$ cat src/rtl/alu32_pkg.sv
package alu32_pkg;

    localparam logic [3:0] OP_ADD   = 4'b0000;
    localparam logic [3:0] OP_ADDU  = 4'b0001;
    localparam logic [3:0] OP_SUB   = 4'b0010;
    localparam logic [3:0] OP_SUBU  = 4'b0011;
    localparam logic [3:0] OP_AND   = 4'b0100;
    localparam logic [3:0] OP_OR    = 4'b0101;
    localparam logic [3:0] OP_XOR   = 4'b0110;
    localparam logic [3:0] OP_NOR   = 4'b0111;
    localparam logic [3:0] OP_SLT   = 4'b1010;
    localparam logic [3:0] OP_SLTU  = 4'b1011;

    typedef enum logic [2:0] {
        SEL_ZERO,
        SEL_SUM,
        SEL_AND,
        SEL_OR,
        SEL_XOR,
        SEL_NOR,
        SEL_SLT,
        SEL_SLTU
    } sel_e;

    typedef struct packed {
        logic inv_b;    // feed ~B into the adder
        logic cin;      // carry into bit 0
        logic sgn;      // signed variant: overflow allowed
        logic arith;    // carry flag reported
        sel_e sel;
    } ctl_t;

endpackage

$ cat src/rtl/alu_op_decode.sv
module alu_op_decode
    import alu32_pkg::*;
(
    input  logic [3:0] op_code,
    output ctl_t       ctl_o
);

    ctl_t ctl_d;

    always_comb begin
        ctl_d = '{inv_b: 1'b0, cin: 1'b0, sgn: 1'b0, arith: 1'b0, sel: SEL_ZERO};
        case (op_code)
            OP_ADD:  ctl_d = '{inv_b: 1'b0, cin: 1'b0, sgn: 1'b1, arith: 1'b1, sel: SEL_SUM};
            OP_ADDU: ctl_d = '{inv_b: 1'b0, cin: 1'b0, sgn: 1'b0, arith: 1'b1, sel: SEL_SUM};
            OP_SUB:  ctl_d = '{inv_b: 1'b1, cin: 1'b1, sgn: 1'b1, arith: 1'b1, sel: SEL_SUM};
            OP_SUBU: ctl_d = '{inv_b: 1'b1, cin: 1'b1, sgn: 1'b0, arith: 1'b1, sel: SEL_SUM};
            OP_AND:  ctl_d.sel = SEL_AND;
            OP_OR:   ctl_d.sel = SEL_OR;
            OP_XOR:  ctl_d.sel = SEL_XOR;
            OP_NOR:  ctl_d.sel = SEL_NOR;
            OP_SLT:  ctl_d = '{inv_b: 1'b1, cin: 1'b1, sgn: 1'b1, arith: 1'b1, sel: SEL_SLT};
            OP_SLTU: ctl_d = '{inv_b: 1'b1, cin: 1'b1, sgn: 1'b0, arith: 1'b1, sel: SEL_SLTU};
            default: ctl_d = '{inv_b: 1'b0, cin: 1'b0, sgn: 1'b0, arith: 1'b0, sel: SEL_ZERO};
        endcase
    end

    assign ctl_o = ctl_d;

    // an invert of B without the +1 would not be a subtract
    always_comb begin
        assert_sub_cin_R2: assert (ctl_d.inv_b == ctl_d.cin || op_code[3:2] == 2'b01)
            else $error("invert and carry-in disagree for code %b", op_code);
    end

endmodule

$ cat src/rtl/alu_bit_slice.sv
module alu_bit_slice (
    input  logic a_i,
    input  logic b_i,
    input  logic inv_b,
    input  logic cin,
    output logic sum_o,
    output logic cout,
    output logic and_o,
    output logic or_o,
    output logic xor_o
);

    logic bx_d;
    logic gen_d;
    logic prop_d;

    always_comb begin
        bx_d   = b_i ^ inv_b;
        gen_d  = a_i & bx_d;
        prop_d = a_i ^ bx_d;
        sum_o  = prop_d ^ cin;
        cout   = gen_d | (prop_d & cin);
        and_o  = a_i & b_i;
        or_o   = a_i | b_i;
        xor_o  = a_i ^ b_i;
    end

endmodule

$ cat src/rtl/alu_result_sel.sv
module alu_result_sel
    import alu32_pkg::*;
#(
    parameter int W = 32
) (
    input  ctl_t         ctl_i,
    input  logic [W-1:0] sum_i,
    input  logic [W-1:0] and_i,
    input  logic [W-1:0] or_i,
    input  logic [W-1:0] xor_i,
    input  logic         c_top_in,
    input  logic         c_top_out,
    output logic [W-1:0] res_o,
    output logic         carry_o,
    output logic         ovf_o
);

    typedef struct packed {
        logic [W-1:0] res;
        logic         carry;
        logic         ovf;
    } out_t;

    out_t out_d;
    logic raw_ovf_d;
    logic lt_s_d;
    logic lt_u_d;

    always_comb begin
        raw_ovf_d = c_top_in ^ c_top_out;
        lt_s_d    = sum_i[W-1] ^ raw_ovf_d;
        lt_u_d    = ~c_top_out;
        out_d     = '0;
        case (ctl_i.sel)
            SEL_SUM:  out_d.res = sum_i;
            SEL_AND:  out_d.res = and_i;
            SEL_OR:   out_d.res = or_i;
            SEL_XOR:  out_d.res = xor_i;
            SEL_NOR:  out_d.res = ~or_i;
            SEL_SLT:  out_d.res = {{(W-1){1'b0}}, lt_s_d};
            SEL_SLTU: out_d.res = {{(W-1){1'b0}}, lt_u_d};
            default:  out_d.res = '0;
        endcase
        out_d.carry = ctl_i.arith & c_top_out;
        out_d.ovf   = ctl_i.arith & ctl_i.sgn & raw_ovf_d;
    end

    assign res_o   = out_d.res;
    assign carry_o = out_d.carry;
    assign ovf_o   = out_d.ovf;

endmodule

$ cat src/rtl/alu32_core.sv
module alu32_core
    import alu32_pkg::*;
#(
    parameter int W = 32
) (
    input  logic [W-1:0] opd_a,
    input  logic [W-1:0] opd_b,
    input  logic [3:0]   op_code,
    output logic [W-1:0] res_o,
    output logic         carry_o,
    output logic         ovf_o
);

    localparam int TOP = W - 1;

    ctl_t       ctl;
    logic [W:0] chain;
    logic [W-1:0] sum_v;
    logic [W-1:0] and_v;
    logic [W-1:0] or_v;
    logic [W-1:0] xor_v;

    alu_op_decode u_dec (
        .op_code (op_code),
        .ctl_o   (ctl)
    );

    assign chain[0] = ctl.cin;

    for (genvar i = 0; i < W; i++) begin : g_slice
        alu_bit_slice u_bit (
            .a_i   (opd_a[i]),
            .b_i   (opd_b[i]),
            .inv_b (ctl.inv_b),
            .cin   (chain[i]),
            .sum_o (sum_v[i]),
            .cout  (chain[i+1]),
            .and_o (and_v[i]),
            .or_o  (or_v[i]),
            .xor_o (xor_v[i])
        );
    end

    alu_result_sel #(.W(W)) u_sel (
        .ctl_i     (ctl),
        .sum_i     (sum_v),
        .and_i     (and_v),
        .or_i      (or_v),
        .xor_i     (xor_v),
        .c_top_in  (chain[TOP]),
        .c_top_out (chain[W]),
        .res_o     (res_o),
        .carry_o   (carry_o),
        .ovf_o     (ovf_o)
    );

    always_comb begin
        // signed add overflows only when like-signed operands give an unlike-signed sum
        if (op_code == OP_ADD && ovf_o) begin
            assert_add_ovf_signs_R3: assert (opd_a[TOP] == opd_b[TOP] && res_o[TOP] != opd_a[TOP])
                else $error("add overflow with inconsistent signs");
        end
        if (op_code == OP_ADDU || op_code == OP_SUBU || op_code == OP_SLTU) begin
            assert_no_overflow_R4: assert (!ovf_o)
                else $error("unsigned code %b raised overflow", op_code);
        end
        if (op_code[3:2] == 2'b01) begin
            assert_logic_flags_R6: assert (!carry_o && !ovf_o)
                else $error("bitwise code %b raised a flag", op_code);
        end
        if (op_code == OP_SLT || op_code == OP_SLTU) begin
            assert_slt_upper_zero_R7: assert (res_o[TOP:1] == '0)
                else $error("compare result has upper bits set");
        end
        if (op_code[3:1] == 3'b100 || op_code[3:2] == 2'b11) begin
            assert_unused_quiet_R10: assert (res_o == '0 && !carry_o && !ovf_o)
                else $error("unused code %b produced output", op_code);
        end
    end

endmodule

$ cat config.mk
export PLATFORM = sky130hd
export DESIGN_NAME = alu32_core
export DESIGN_NICKNAME = d
export VERILOG_FILES = /design/src/rtl/alu32_pkg.sv /design/src/rtl/alu_op_decode.sv /design/src/rtl/alu_bit_slice.sv /design/src/rtl/alu_result_sel.sv /design/src/rtl/alu32_core.sv
export SDC_FILE = /design/constraint.sdc
export NUM_CORES = 1
export LEC_CHECK = 0
export BUFFER_PORTS_ARGS = -buffer_cell sky130_fd_sc_hd__buf_4
export CAP_MARGIN = 20
export CORE_MARGIN = 2
export CORE_UTILIZATION = 45
export DETAILED_ROUTE_END_ITERATION = 8
export PLACE_DENSITY = 0.72
export SETUP_SLACK_MARGIN = 0.4
export SYNTH_ARGS = -nofsm -noshare
export SYNTH_HDL_FRONTEND = slang
export SYNTH_SLANG_ARGS = --single-unit
$ cat constraint.sdc
create_clock -name vclk -period 38.3
set_input_delay 5.745 -clock vclk [all_inputs]
set_output_delay 5.745 -clock vclk [all_outputs]
set_load 0.01 [all_outputs]
* Word-level counts from Yosys, hierarchy flattened
Cells that the tools add are included.
Operators by class: equal/unequal tests 16, mux-type cells 3, bitwise gates (word level) 295, reductions and logical operators 4
Operators with widths (count):
- 32-bit case mux with 7 select lines | 1
- 1-bit XOR | 130
- 1-bit AND | 99
- 1-bit OR | 64
- 32-bit NOT | 1
- 3-bit case mux with 7 select lines | 1
- 4-bit by 3-bit equality test with 1-bit output, second input constant | 4
- 4-bit case mux with 4 select lines | 1
- 3-bit equality test, second input constant | 4
- 4-bit by 2-bit equality test with 1-bit output, second input constant | 2
- 4-bit equality test, second input constant | 2
- 3-bit by 2-bit equality test with 1-bit output, second input constant | 2
- 4-bit by 1-bit equality test with 1-bit output, second input constant | 1
- 4-bit zero test | 1
- 2-bit OR reduction | 2
- 4-bit OR reduction | 1
- 3-bit by 1-bit equality test with 1-bit output, second input constant | 1
- 1-bit NOT | 1
Storage, ports and cells: register bits 0, input port bits 68, output and inout bits 34, logic and storage cells 318

* Longest topological paths before layout
depth in word-level cells 72, gate-level depth with buffers 42, gate-level depth less buffers 40

* By module
A second synthesis with hierarchy kept.
Unflattened totals: cells, all modules 528, area, all modules 4516.8 um^2
By module, submodules not included:
- alu_bit_slice | times used 32, cells each 10, area each 76.3 um^2, seq. area each 0.0 um^2
- alu_result_sel | times used 1, cells each 196, area each 1989.4 um^2, seq. area each 0.0 um^2
- alu_op_decode | times used 1, cells each 12, area each 85.1 um^2, seq. area each 0.0 um^2

* Least setup slack after synthesis
Ideal clock, no wire load.
path kind input port to output port, start input port op_code[2], end output port res_o[0], data arrival time 19.878 ns, required time 32.555 ns, setup slack 12.677 ns, cell stages on the path 40, path buffers 2, cell sequence buf_4 > inv_2 > nand2_1 > buf_4 > o21ai_0 > fa_1 > fa_1 > fa_1 > fa_1 > fa_1 > fa_1 > fa_1 > fa_1 > inv_1 > fa_1 > inv_1 > fa_1 > fa_1 > (+4 left out) > fa_1 > fa_1 > fa_1 > fa_1 > fa_1 > fa_1 > fa_1 > fa_1 > fa_1 > fa_1 > fa_1 > fa_1 > fa_1 > fa_1 > fa_1 > fa_1 > o311ai_0 > a311o_1
On the way: longest elaborated chain between the ends 72, elaborated cells between the ends (all ways) 188, classes of those cells eq/ne (16); mux (3); bitwise (165); reduce/logical (4)
RTL lines:
- from (decl) | line alu32_core.sv:8 | input logic [3:0] op_code,
- 4-bit by 2-bit equality test with 1-bit output / 4-bit equality test (equally long branches) | line alu_op_decode.sv:12 | case (op_code)
- 2-bit OR reduction (no line)
- 4-bit case mux with 4 select lines | line alu_op_decode.sv:12
- 1-bit XOR | line alu_bit_slice.sv:18 | bx_d = b_i ^ inv_b;
- 1-bit XOR | line alu_bit_slice.sv:20 | prop_d = a_i ^ bx_d;
- 1-bit AND | line alu_bit_slice.sv:22 | cout = gen_d | (prop_d & cin);
- 1-bit OR | line alu_bit_slice.sv:22
- 1-bit AND | line alu_bit_slice.sv:22
- (+56 left out)
- 1-bit OR | line alu_bit_slice.sv:22
- 1-bit AND | line alu_bit_slice.sv:22
- 1-bit OR | line alu_bit_slice.sv:22
- 1-bit AND | line alu_bit_slice.sv:22
- 1-bit OR | line alu_bit_slice.sv:22
- 1-bit XOR | line alu_result_sel.sv:30 | raw_ovf_d = c_top_in ^ c_top_out;
- 1-bit XOR | line alu_result_sel.sv:31 | lt_s_d = sum_i[W-1] ^ raw_ovf_d;
- 32-bit case mux with 7 select lines (*) | line alu_result_sel.sv:34 | case (ctl_i.sel)
- to (decl) | line alu32_core.sv:9 | output logic [W-1:0] res_o,
Mark *: on every way between the ends. The rest lies on a longest branch, timed or not.

* Worst setup path after layout
Ends and elaborated chain as after synthesis.

==> results.sh <==
export IMPL_drt_iter0_drc=149
export IMPL_period_minus_slack_ns=26.95
export IMPL_critical_path_most_common_cell="fa_1"
export IMPL_initial_core_util=0.469
export IMPL_row_count=30
export IMPL_endpoint="res_o[0]"
export IMPL_dieArea_um2=7850
export IMPL_drc_errors=0
export IMPL_nets=612
export IMPL_startpoint_type="primary input"
export IMPL_hpwlAfterDp_mm=6.54
export IMPL_layout_cells_non_filler=542
export IMPL_worst_slack_ns=11.35
export IMPL_finalSetupViolCount=0
export IMPL_synth_area_top_cells="ha_1 (25%), fa_1 (20%), xnor2_1 (17%)"
export IMPL_detail_route_wl_per_cell_um=15.6
export IMPL_max_slew_margin=0.513
export IMPL_grt_pass1_vias=2907
export IMPL_rsz0062_at_grt="false"
export IMPL_p_leak_nw=1.94
export IMPL_finalMaxSlewViolations=0
export IMPL_post_cts_buffers=0
export IMPL_finalCritPeriodShare=0.704
export IMPL_syn_to_final_growth_pct=22.3
export IMPL_combPwrFrac=1.000
export IMPL_syn_area_um2=3220
export IMPL_power_frac_seq=0
export IMPL_crit_slowest_cell="fa_1"
export IMPL_finalWirelength_mm=8.48
export IMPL_antenna_left=0
export IMPL_numPortBuffers=102
export IMPL_synth_top_cell_area_share=0.249
export IMPL_maxCapViolCount=0
export IMPL_finalInstanceArea_um2=3940
export IMPL_hold_buffers=0
export IMPL_seq_area_frac_synth=0
export IMPL_antenna_found_initial=0
export IMPL_synth_warnings=0
export IMPL_pre_cts_slack_ns=11.28
export IMPL_grt_pass1_wl_mm=13.4
export IMPL_intPower_uw=28.9
export IMPL_max_slew_worst_pin_slew_ns=0.727
export IMPL_seq_area_um2=0
export IMPL_fp_dieW_um=88.6
export IMPL_critical_path_required_ns=32.55
export IMPL_placed_cells=541
export IMPL_peakVddDrop_mv=0.00740
export IMPL_critPathLaunch="op_code[2]"
export IMPL_firstDrtPassIters=4
export IMPL_die_y_um=88.6
export IMPL_endpoint_kind="output pin"
export IMPL_synth_top_area_cell="ha_1"
export IMPL_ios=102
export IMPL_postCtsResizedCells=0
export IMPL_hp_class="in -> out"
export IMPL_finalHoldViolations=0
export IMPL_synth_nets=531
export IMPL_postPlaceCellArea_um2=3930
export IMPL_cpPeakStageDelay_ns=0.54
export IMPL_swShare=0.506
export IMPL_max_freq_mhz=37.1
export IMPL_diodes=0
export IMPL_drive_gt1_frac=0.247
export IMPL_pwr_share_clk=0
export IMPL_vias_per_cell=5.35
export IMPL_fill_cells=644
export IMPL_hold_slack_ns=11.84
export IMPL_tns_ns=0
export IMPL_critPathKind="in -> out"
export IMPL_flops_and_latches=0
export IMPL_p_sw_uw=29.6
export IMPL_grt_use_total=0.211
export IMPL_power_density_nw_per_um2=14.9
export IMPL_crit_fanout=32
export IMPL_syn_area_per_cell_um2=8.78
export IMPL_grt_max_degree=39
export IMPL_layout_common_cells="buf_4 (104), inv_1 (68), ha_1 (64)"
export IMPL_fin_util=0.574
export IMPL_finalPower_uw=58.5
export IMPL_syn_inst=367
export IMPL_vias=2900
export IMPL_status="finished, final reports clean"
export IMPL_place_gp_congestion=0.850
export IMPL_core_area_um2=6870
export IMPL_synth_distinct_cells=28
export IMPL_mostFrequentLayoutCell="buf_4"
export IMPL_n_clock_buffer=0
export IMPL_worstPathArrival_ns=21.20
export IMPL_grt_overflow=0
[synth_stat cells, types with 2 or more instances]
cell      instances
xnor2_1          63
buf_2             4
ha_1             64
buf_6             9
fa_1             32
a22oi_1          60
a21oi_1           2
o21ai_0           5
buf_4             8
o21ai_1          27
nand2_1           2
nor2_1            4
clkbuf_1          5
inv_1            68
[layer usage]
layer / part of all wire / global-route usage / routed length, µm / up-vias
li1: - / - / - / 1376
met1: 0.43 / 0.294 / 3660 / 1400
met2: 0.50 / 0.375 / 4230 / 114
met3: 0.061 / 0.0103 / 519 / 10
met4: 0.0074 / 0.0262 / 63 / 0
met5: 0 / 0 / 0 / -
[power by group through the flow]
stage | sequential, mW | combinational [mW] | clock [mW]
2_1_floorplan | 0 | 0.0358 | 0
3_3_place_gp | 0 | 0.0568 | 0
3_5_place_dp | 0 | 0.0587 | 0
4_1_cts | 0 | 0.0590 | 0
5_1_grt | 0 | 0.0655 | 0
6_report | 0 | 0.0585 | 0
[how the worst min path moves through the flow]
stage / startpoint / to / slack [ns] / cells after the start
final: op_code[0] / ovf_o / 11.84 / 3
after global routing: op_code[0] / ovf_o / 11.85 / 3
after CTS: op_code[0] / ovf_o / 11.84 / 3
after detailed placement: op_code[0] / ovf_o / 11.84 / 3
after global placement: op_code[0] / ovf_o / 11.83 / 3
after floorplan: op_code[0] / ovf_o / 11.67 / 2
[cell families after synthesis]
logic type | Yosys count | share of synthesized area
buf+inv | 95 | 0.143
compound gates | 99 | 0.207
fa+ha+maj | 96 | 0.447
simple gates | 14 | 0.0319
xor+xnor | 63 | 0.171
[final cells by class]
cell class	instances	area, µm²	area share
multi-input cells	272	2770	0.702
repair buffers	105	796	0.202
inverters	69	259	0.0657
well taps	96	120	0.0305
[worst max-delay path: cells and delay by family]
| family | cells | cell delay [ns] |
|---|---|---|
| fa+ha+maj | 31 | 13.33 |
| compound gates | 3 | 0.84 |
| simple gates | 1 | 0.17 |
| buf+inv | 6 | 1.10 |
Note: power is estimated with default switching activity, not from simulation.
